--- src/rtl/stk_pkg.sv ---
package stk_pkg;

   typedef enum logic [1:0] {
      OP_PUSH    = 2'd0,
      OP_POP     = 2'd1,
      OP_PUSHALL = 2'd2,
      OP_POPALL  = 2'd3
   } stk_op_e;

   typedef enum logic [1:0] {
      ST_IDLE = 2'd0,
      ST_XFER = 2'd1,
      ST_FIN  = 2'd2
   } stk_st_e;

   // bit 0 of the code selects a read-type transfer
   function automatic logic op_is_read(stk_op_e o);
      return o[0];
   endfunction

   // bit 1 of the code selects the eight-word form
   function automatic logic op_is_multi(stk_op_e o);
      return o[1];
   endfunction

endpackage

--- src/rtl/stk_ctrl.sv ---
module stk_ctrl
   import stk_pkg::*;
#(
   parameter int NREG = 8
) (
   input  logic                      clk,
   input  logic                      rst_n,
   input  logic                      start,
   input  logic                      reject,
   input  stk_op_e                   op_in,
   output stk_st_e                   st,
   output logic [$clog2(NREG)-1:0]   cnt,
   output stk_op_e                   op_q,
   output logic                      err_q,
   output logic                      accept,
   output logic                      last
);

   localparam int CW = $clog2(NREG);
   localparam logic [CW-1:0] CNT_LAST = CW'(NREG - 1);

   assign accept = start && (st == ST_IDLE);
   assign last   = !op_is_multi(op_q) || (cnt == CNT_LAST);

   always_ff @(posedge clk or negedge rst_n) begin
      if (!rst_n) begin
         st    <= ST_IDLE;
         cnt   <= '0;
         op_q  <= OP_PUSH;
         err_q <= 1'b0;
      end else begin
         case (st)
            ST_IDLE: begin
               if (accept) begin
                  op_q  <= op_in;
                  cnt   <= '0;
                  err_q <= reject;
                  st    <= reject ? ST_FIN : ST_XFER;
               end
            end
            ST_XFER: begin
               if (last) st  <= ST_FIN;
               else      cnt <= cnt + CW'(1);
            end
            ST_FIN: begin
               st    <= ST_IDLE;
               err_q <= 1'b0;
            end
            default: st <= ST_IDLE;
         endcase
      end
   end

endmodule

--- src/rtl/stk_sp.sv ---
module stk_sp #(
   parameter int                DATA_W    = 16,
   parameter logic [DATA_W-1:0] RESET_VAL = '0
) (
   input  logic              clk,
   input  logic              rst_n,
   input  logic              step_dn,
   input  logic              step_up,
   input  logic              load_en,
   input  logic [DATA_W-1:0] load_val,
   output logic [DATA_W-1:0] sp
);

   localparam logic [DATA_W-1:0] STEP = DATA_W'(DATA_W / 8);

   always_ff @(posedge clk or negedge rst_n) begin
      if (!rst_n)       sp <= RESET_VAL;
      else if (load_en) sp <= load_val;
      else if (step_dn) sp <= sp - STEP;
      else if (step_up) sp <= sp + STEP;
   end

endmodule

--- src/rtl/stk_sel.sv ---
module stk_sel #(
   parameter int DATA_W = 16,
   parameter int NREG   = 8,
   parameter int SP_IDX = 4
) (
   input  logic [NREG*DATA_W-1:0]    rf_flat,
   input  logic [$clog2(NREG)-1:0]   cnt,
   input  logic                      multi,
   input  logic [DATA_W-1:0]         src_q,
   input  logic [DATA_W-1:0]         sp_orig,
   input  logic [$clog2(NREG):0]     dst_q,
   output logic [DATA_W-1:0]         wdata,
   output logic [$clog2(NREG):0]     pop_code,
   output logic                      pop_wr,
   output logic                      pop_ldsp
);

   localparam int CW    = $clog2(NREG);
   localparam int DST_W = CW + 1;
   localparam logic [CW-1:0]    TOP_IDX = CW'(NREG - 1);
   localparam logic [CW-1:0]    SPI_C   = CW'(SP_IDX);
   localparam logic [DST_W-1:0] SPI_D   = DST_W'(SP_IDX);

   logic [DATA_W-1:0] slot [NREG];
   logic              sp_slot_unused;

   // push-all image: each register, with the pointer slot replaced
   for (genvar g = 0; g < NREG; g++) begin : g_slot
      if (g == SP_IDX) begin : g_ptr
         assign slot[g]        = sp_orig;
         assign sp_slot_unused = ^rf_flat[g*DATA_W +: DATA_W];
      end else begin : g_reg
         assign slot[g] = rf_flat[g*DATA_W +: DATA_W];
      end
   end

   logic [CW-1:0] ridx;
   assign ridx  = TOP_IDX - cnt;
   assign wdata = multi ? slot[cnt] : src_q;

   always_comb begin
      if (multi) begin
         pop_code = {1'b0, ridx};
         pop_wr   = (ridx != SPI_C);
         pop_ldsp = 1'b0;
      end else begin
         pop_code = dst_q;
         pop_wr   = (dst_q != SPI_D);
         pop_ldsp = (dst_q == SPI_D);
      end
   end

endmodule

--- src/rtl/stk_seq.sv ---
module stk_seq
   import stk_pkg::*;
#(
   parameter int                DATA_W   = 16,
   parameter int                NREG     = 8,
   parameter int                SP_IDX   = 4,
   parameter logic [DATA_W-1:0] SP_RESET = 16'h0180
) (
   input  logic                                  clk,
   input  logic                                  rst_n,
   input  logic                                  start,
   input  logic [1:0]                            op,
   input  logic                                  byte_op,
   input  logic [DATA_W-1:0]                     src_word,
   input  logic [$clog2(NREG):0]                 dst,
   input  logic [NREG*DATA_W-1:0]                rf_flat,
   output logic [DATA_W-$clog2(DATA_W/8)-1:0]    mem_addr,
   output logic [DATA_W-1:0]                     mem_wdata,
   output logic                                  mem_we,
   output logic                                  mem_re,
   input  logic [DATA_W-1:0]                     mem_rdata,
   output logic                                  wb_en,
   output logic [$clog2(NREG):0]                 wb_dst,
   output logic [DATA_W-1:0]                     wb_data,
   output logic [DATA_W-1:0]                     sp_out,
   output logic                                  busy,
   output logic                                  done,
   output logic                                  err
);

   localparam int CW     = $clog2(NREG);
   localparam int DST_W  = CW + 1;
   localparam int LG     = $clog2(DATA_W / 8);
   localparam logic [DATA_W-1:0] STEP    = DATA_W'(DATA_W / 8);
   localparam logic [DST_W-1:0]  CS_CODE = DST_W'(NREG + 1);

   if ((DATA_W % 8) != 0 || DATA_W < 16) begin : g_bad_width
      $error("stk_seq: DATA_W must be a multiple of 8 and at least 16");
   end
   if (NREG < 2 || NREG != (1 << CW)) begin : g_bad_nreg
      $error("stk_seq: NREG must be a power of two, at least 2");
   end
   if (SP_IDX < 0 || SP_IDX >= NREG) begin : g_bad_spidx
      $error("stk_seq: SP_IDX must index a register");
   end

   stk_st_e           st;
   stk_op_e           op_q;
   logic [CW-1:0]     cnt;
   logic              err_q, accept, last, reject;
   logic [DATA_W-1:0] sp, sp_orig, src_q, acc_addr, wdata;
   logic [DST_W-1:0]  dst_q, pop_code, pend_dst;
   logic              pop_wr, pop_ldsp, pend_v, ldsp_q;
   logic              xfer, fin, rd;

   assign reject = byte_op ||
                   (op_is_read(stk_op_e'(op)) && !op_is_multi(stk_op_e'(op))
                    && dst == CS_CODE);

   stk_ctrl #(.NREG(NREG)) i_ctrl (
      .clk    (clk),
      .rst_n  (rst_n),
      .start  (start),
      .reject (reject),
      .op_in  (stk_op_e'(op)),
      .st     (st),
      .cnt    (cnt),
      .op_q   (op_q),
      .err_q  (err_q),
      .accept (accept),
      .last   (last)
   );

   assign xfer = (st == ST_XFER);
   assign fin  = (st == ST_FIN);
   assign rd   = op_is_read(op_q);

   always_ff @(posedge clk or negedge rst_n) begin
      if (!rst_n) begin
         sp_orig <= '0;
         src_q   <= '0;
         dst_q   <= '0;
      end else if (accept) begin
         sp_orig <= sp;
         src_q   <= src_word;
         dst_q   <= dst;
      end
   end

   stk_sp #(.DATA_W(DATA_W), .RESET_VAL(SP_RESET)) i_sp (
      .clk      (clk),
      .rst_n    (rst_n),
      .step_dn  (mem_we),
      .step_up  (mem_re),
      .load_en  (fin && ldsp_q),
      .load_val (mem_rdata),
      .sp       (sp)
   );

   stk_sel #(.DATA_W(DATA_W), .NREG(NREG), .SP_IDX(SP_IDX)) i_sel (
      .rf_flat  (rf_flat),
      .cnt      (cnt),
      .multi    (op_is_multi(op_q)),
      .src_q    (src_q),
      .sp_orig  (sp_orig),
      .dst_q    (dst_q),
      .wdata    (wdata),
      .pop_code (pop_code),
      .pop_wr   (pop_wr),
      .pop_ldsp (pop_ldsp)
   );

   // push addresses the slot below the pointer, pop the slot at it
   assign acc_addr  = rd ? sp : (sp - STEP);
   assign mem_addr  = acc_addr[DATA_W-1:LG];
   assign mem_wdata = wdata;
   assign mem_we    = xfer && !rd;
   assign mem_re    = xfer && rd;

   // read data returns one cycle late: hold the destination until then
   always_ff @(posedge clk or negedge rst_n) begin
      if (!rst_n) begin
         pend_v   <= 1'b0;
         pend_dst <= '0;
         ldsp_q   <= 1'b0;
      end else begin
         pend_v <= mem_re && pop_wr;
         ldsp_q <= mem_re && pop_ldsp;
         if (mem_re) pend_dst <= pop_code;
      end
   end

   assign wb_en   = pend_v;
   assign wb_dst  = pend_dst;
   assign wb_data = mem_rdata;
   assign sp_out  = sp;
   assign busy    = (st != ST_IDLE);
   assign done    = fin;
   assign err     = fin && err_q;

endmodule

--- config.mk ---
export PLATFORM = sky130hd
export DESIGN_NAME = stk_seq
export DESIGN_NICKNAME = d
export VERILOG_FILES = /design/src/rtl/stk_pkg.sv /design/src/rtl/stk_ctrl.sv /design/src/rtl/stk_sp.sv /design/src/rtl/stk_sel.sv /design/src/rtl/stk_seq.sv
export SDC_FILE = /design/constraint.sdc
export NUM_CORES = 1
export LEC_CHECK = 0
export BUFFER_PORTS_ARGS = -buffer_cell sky130_fd_sc_hd__buf_2
export CELL_PAD_IN_SITES_DETAIL_PLACEMENT = 1
export CELL_PAD_IN_SITES_GLOBAL_PLACEMENT = 2
export CORE_MARGIN = 2
export CORE_UTILIZATION = 27
export DETAILED_ROUTE_END_ITERATION = 7
export PLACE_DENSITY = 0.8
export SLEW_MARGIN = 25
export SYNTH_ARGS = -nofsm -noshare
export SYNTH_HDL_FRONTEND = slang
export SYNTH_SLANG_ARGS = --single-unit
--- constraint.sdc ---
create_clock -name clk -period 2.6 [get_ports clk]
set_clock_uncertainty 0.1 [all_clocks]
set_input_delay 0.52 -clock clk [delete_from_list [all_inputs] [get_ports clk]]
set_output_delay 0.52 -clock clk [all_outputs]
set_load 0.02 [all_outputs]
==> results.rst <==
.. list-table::
   :header-rows: 1

   * - Metric
     - Value
   * - Result of the run
     - finished with violations
   * - Failing checks
     - negative setup slack
   * - Synth-to-Final Area Change
     - 42.8%
   * - Main combinational cell family by area after synthesis
     - multiplexers
   * - Initial antenna violation count
     - 0
   * - Number of gates on the worst path with buffers counted
     - 6
   * - Slew at the pin closest to its max-slew limit
     - approximately 0.53 ns
   * - Summed area of non-filler cells in the final layout
     - 6760 sq um
   * - Type of the most critical hold path
     - input pin to asynchronous set/reset pin
   * - Placed Instance Area
     - a little over 6000 sq um
   * - Die area
     - about 19,000 sq um
   * - Count of unresolved DRC violations after routing
     - 0
   * - Final Max Tran Viols
     - 0
   * - Crit path max-delay family
     - multiplexers
   * - Vias
     - 4,569
   * - CP endpoint kind
     - primary output
   * - Static leakage power
     - just under 0.003 uW
   * - Mux share of post-synthesis cell area
     - between 20% and 30%
   * - Cell types with the largest area share after synthesis
     - sky130_fd_sc_hd__dfrtp_1 (34%), sky130_fd_sc_hd__mux4_2 (15%), sky130_fd_sc_hd__mux2_2 (8.8%)
   * - Core region area
     - around 17,000 sq um
   * - Adder and majority gate portion of the synthesized area
     - under 10%
   * - Number of buffers created by CTS
     - 9
   * - Leading cell types by count after synthesis
     - sky130_fd_sc_hd__dfrtp_1 (64), sky130_fd_sc_hd__mux2_2 (37), sky130_fd_sc_hd__nor2_1 (35), sky130_fd_sc_hd__a21oi_1 (33), sky130_fd_sc_hd__mux4_2 (32)
   * - Final Wtd Congestion
     - between 0.8 and 0.9
   * - Start-to-end type of the worst setup path
     - flop to primary output
   * - Delay of the slowest critical-path stage
     - 0.45 ns
   * - PnR worst setup slack
     - -0.0437 ns
   * - Initial core utilization
     - between 20% and 30%
   * - Total buffers and inverters traversed by the critical path
     - 3
   * - Number of nets in the layout
     - about 860
   * - CTS hold repair buffers
     - 0
   * - Data arrival time at the worst-slack endpoint
     - 2.02 ns
   * - Number of vias per cell after detailed routing
     - 5.00
   * - Register-to-Register Path Depth
     - 6
   * - CTS tree
     - built
   * - Insertion delay to the later sink of the worst-skew pair
     - about 0.34 ns
   * - Number of levels the H-tree was split into
     - 3
   * - Post-synth top area cell
     - sky130_fd_sc_hd__dfrtp_1
   * - CTS Root Buffer Type
     - sky130_fd_sc_hd__clkbuf_16
   * - Post-synthesis share of cell area spent on xor and xnor gates
     - 4.44%
   * - Final Critical Period
     - approximately 2.6 ns
   * - Mean instance size in the synthesized netlist
     - roughly 10 sq um
   * - Data required time of the critical path
     - about 2.0 ns
   * - Worst slack after detailed placement
     - 0.152 ns
   * - Maximum number of pins on one net before global-route repair
     - 39
   * - Final setup fails
     - 7
   * - N_diodes
     - 0
   * - Synth top area share
     - approximately a third
   * - Total global routing overflow
     - 0
   * - Total chip power
     - between 7000 and 8000 uW
   * - Global-route usage over all layers
     - between 10% and 20%
   * - Number of standard-cell rows in the floorplan
     - 48
   * - Library cell contributing the largest single delay on the critical path
     - sky130_fd_sc_hd__mux4_2
   * - Library cell with the highest instance count after synthesis
     - sky130_fd_sc_hd__dfrtp_1
   * - Global-route wire length before repair
     - roughly 27 mm
   * - Final hold vios
     - 0
   * - Die height
     - around 140 um
   * - Antenna Nets Post-Route
     - 0
   * - Peak fanout along the critical path
     - 2
   * - Final TNS setup
     - -0.133 ns
   * - Pre-antenna DRT Iters
     - 4
   * - Register area share after synthesis
     - 35.0%
   * - Number of flops mapped to enable cells by yosys
     - 0
   * - Fraction of layout instances using a drive strength above 1
     - between 50 and 60%
   * - Total of flip-flops plus latches after synthesis
     - 66
   * - Detailed Place HPWL
     - 14.1 mm
   * - Power per Cell Area
     - 1110 nW/um^2
   * - Startpoint types
     - flop
   * - Clock-pin slew on the worst setup and hold paths
     - around 0.05 ns
   * - Worst slew margin
     - 64.4%
   * - Synth Flop Type
     - sky130_fd_sc_hd__dfrtp_1
   * - Async S/R FF share, synth
     - between 90% and 100%
   * - Distinct cell type count of the synthesized netlist
     - 57
   * - Synth Area in Compound Gates
     - about a tenth
   * - Setup repair after global routing missed its margin
     - yes
   * - Number of port buffers
     - 226
   * - Width of the die
     - about 140 um
   * - DR iter-0 viols
     - 176
   * - Worst path cell trace
     - buf_4, buf_4, mux4_2, mux2i_1, a21oi_1, buf_2
   * - Post-Syn Nets
     - about 630
   * - Synth Cell Area
     - between 4000 and 5000 sq um
   * - Vias in the first global route
     - 4,983
   * - Synth Instances
     - between 400 and 500
   * - Peak supply drop
     - roughly 510 uV
   * - Upper clock frequency limit
     - approximately 380 MHz
   * - Routed WL per cell
     - 19.7 um
   * - Most common cell type on the critical path
     - sky130_fd_sc_hd__buf_4
   * - Final Util
     - about 39%
   * - Total number of clock tree sinks
     - 66
   * - Tcrit/Tclk final
     - 102%
   * - Max-cap violation count
     - 0
   * - Post-Synth Simple-Gate Area
     - between 10 and 15%
   * - Total wire length
     - between 15 and 20 mm
   * - Top-level port count
     - roughly 240
   * - Yosys warns
     - 0
   * - Clock Path Buffers
     - 2
## final cells by class
type	count	area (sq um)
clock buffer	12	246
tap	225	282
fill	2010	10500
clock inverter	3	40.0
sequential	66	1660
multi-input combinational	325	2880
timing repair buffer	273	1620
inverter	9	33.8
## final timing paths
check | start | endpoint | slack (ns)
worst min-delay path | rst_n | i_sp.sp[15] | 0.06
max in group asynchronous | rst_n | i_sp.sp[8] | 1.72
worst max register to register | i_ctrl.op_q[0] | i_sp.sp[10] | 0.39
worst min register to register | wb_dst[0] | wb_dst[0] | 0.38
min in group clk | mem_rdata[0] | i_sp.sp[0] | 0.30
worst max-delay path | i_ctrl.cnt[0] | mem_wdata[12] | -0.04
## sequential cells by signal, indices dropped and copies added, names as in the netlist
register / cells
wb_dst: 4
sp_orig: 16
i_ctrl.st: 2
dst_q: 4
wb_en: 1
i_ctrl.cnt: 3
i_sp.sp: 16
i_ctrl.op_q: 2
src_q: 16
i_ctrl.err_q: 1
ldsp_q: 1
## layout by cell type, fill, tap and decap left out, types with 4 or more instances in the layout
master                        n
sky130_fd_sc_hd__a21oi_1     33
sky130_fd_sc_hd__a31oi_1      4
sky130_fd_sc_hd__and3_1       4
sky130_fd_sc_hd__and4_1       4
sky130_fd_sc_hd__buf_12       5
sky130_fd_sc_hd__buf_2      215
sky130_fd_sc_hd__buf_4       48
sky130_fd_sc_hd__clkbuf_16   11
sky130_fd_sc_hd__dfrtp_1     61
sky130_fd_sc_hd__inv_1        6
sky130_fd_sc_hd__mux2_2      37
sky130_fd_sc_hd__mux2i_1     17
sky130_fd_sc_hd__mux4_2      32
sky130_fd_sc_hd__nand2_1     30
sky130_fd_sc_hd__nand2b_1     5
sky130_fd_sc_hd__nand3_1     10
sky130_fd_sc_hd__nand4_1      4
sky130_fd_sc_hd__nor2_1      32
sky130_fd_sc_hd__nor3_1       9
sky130_fd_sc_hd__o21ai_0     14
sky130_fd_sc_hd__o21ai_1      4
sky130_fd_sc_hd__o22ai_1      5
sky130_fd_sc_hd__xnor2_1     14
sky130_fd_sc_hd__xor2_1       8
## timing repair
item | 4_1_cts | 5_1_grt
pin swaps | 6 | 8
gates resized for setup | 18 | 20
setup endpoints to repair | 23 | 22
gates cloned | 0 | 2
buffers inserted | 7 | 7
## power breakdown
| part | switching (uW) | leakage [uW] | internal (uW) |
|---|---|---|---|
| Sequential | 403 | 0.000762 | 1450 |
| Combinational | 2400 | 0.00205 | 2070 |
| Clock | 446 | 0.000142 | 760 |
## cell families (layout without fill, tap and decap cells)
kind of cell | Yosys count | count (layout)
AND/OR/NAND/NOR | 133 | 133
flip-flops | 66 | 66
multiplexers | 87 | 87
AO/OA/AOI/OAI | 77 | 77
adder cells (fa/ha/maj) | 4 | 4
XOR/XNOR | 24 | 24
buffers and inverters | 67 | 297
## per-layer routing
| metal | up-vias | part of all wire, % | global-route usage [%] |
|---|---|---|---|
| li1 | 2105 | - | - |
| met1 | 2266 | 40 | 23.7 |
| met2 | 179 | 52 | 33.8 |
| met3 | 19 | 5.6 | 3.99 |
| met4 | 0 | 1.8 | 5.90 |
| met5 | - | 0 | 0 |
## metrics by stage
stage,std cells,hold slack [ns]
after floorplan,458,0.124
after global placement,882,0.366
after detailed placement,882,0.373
after CTS,904,0.0915
after global routing,913,0.106
final,913,0.0628
Power figures use the tool's default switching activity.
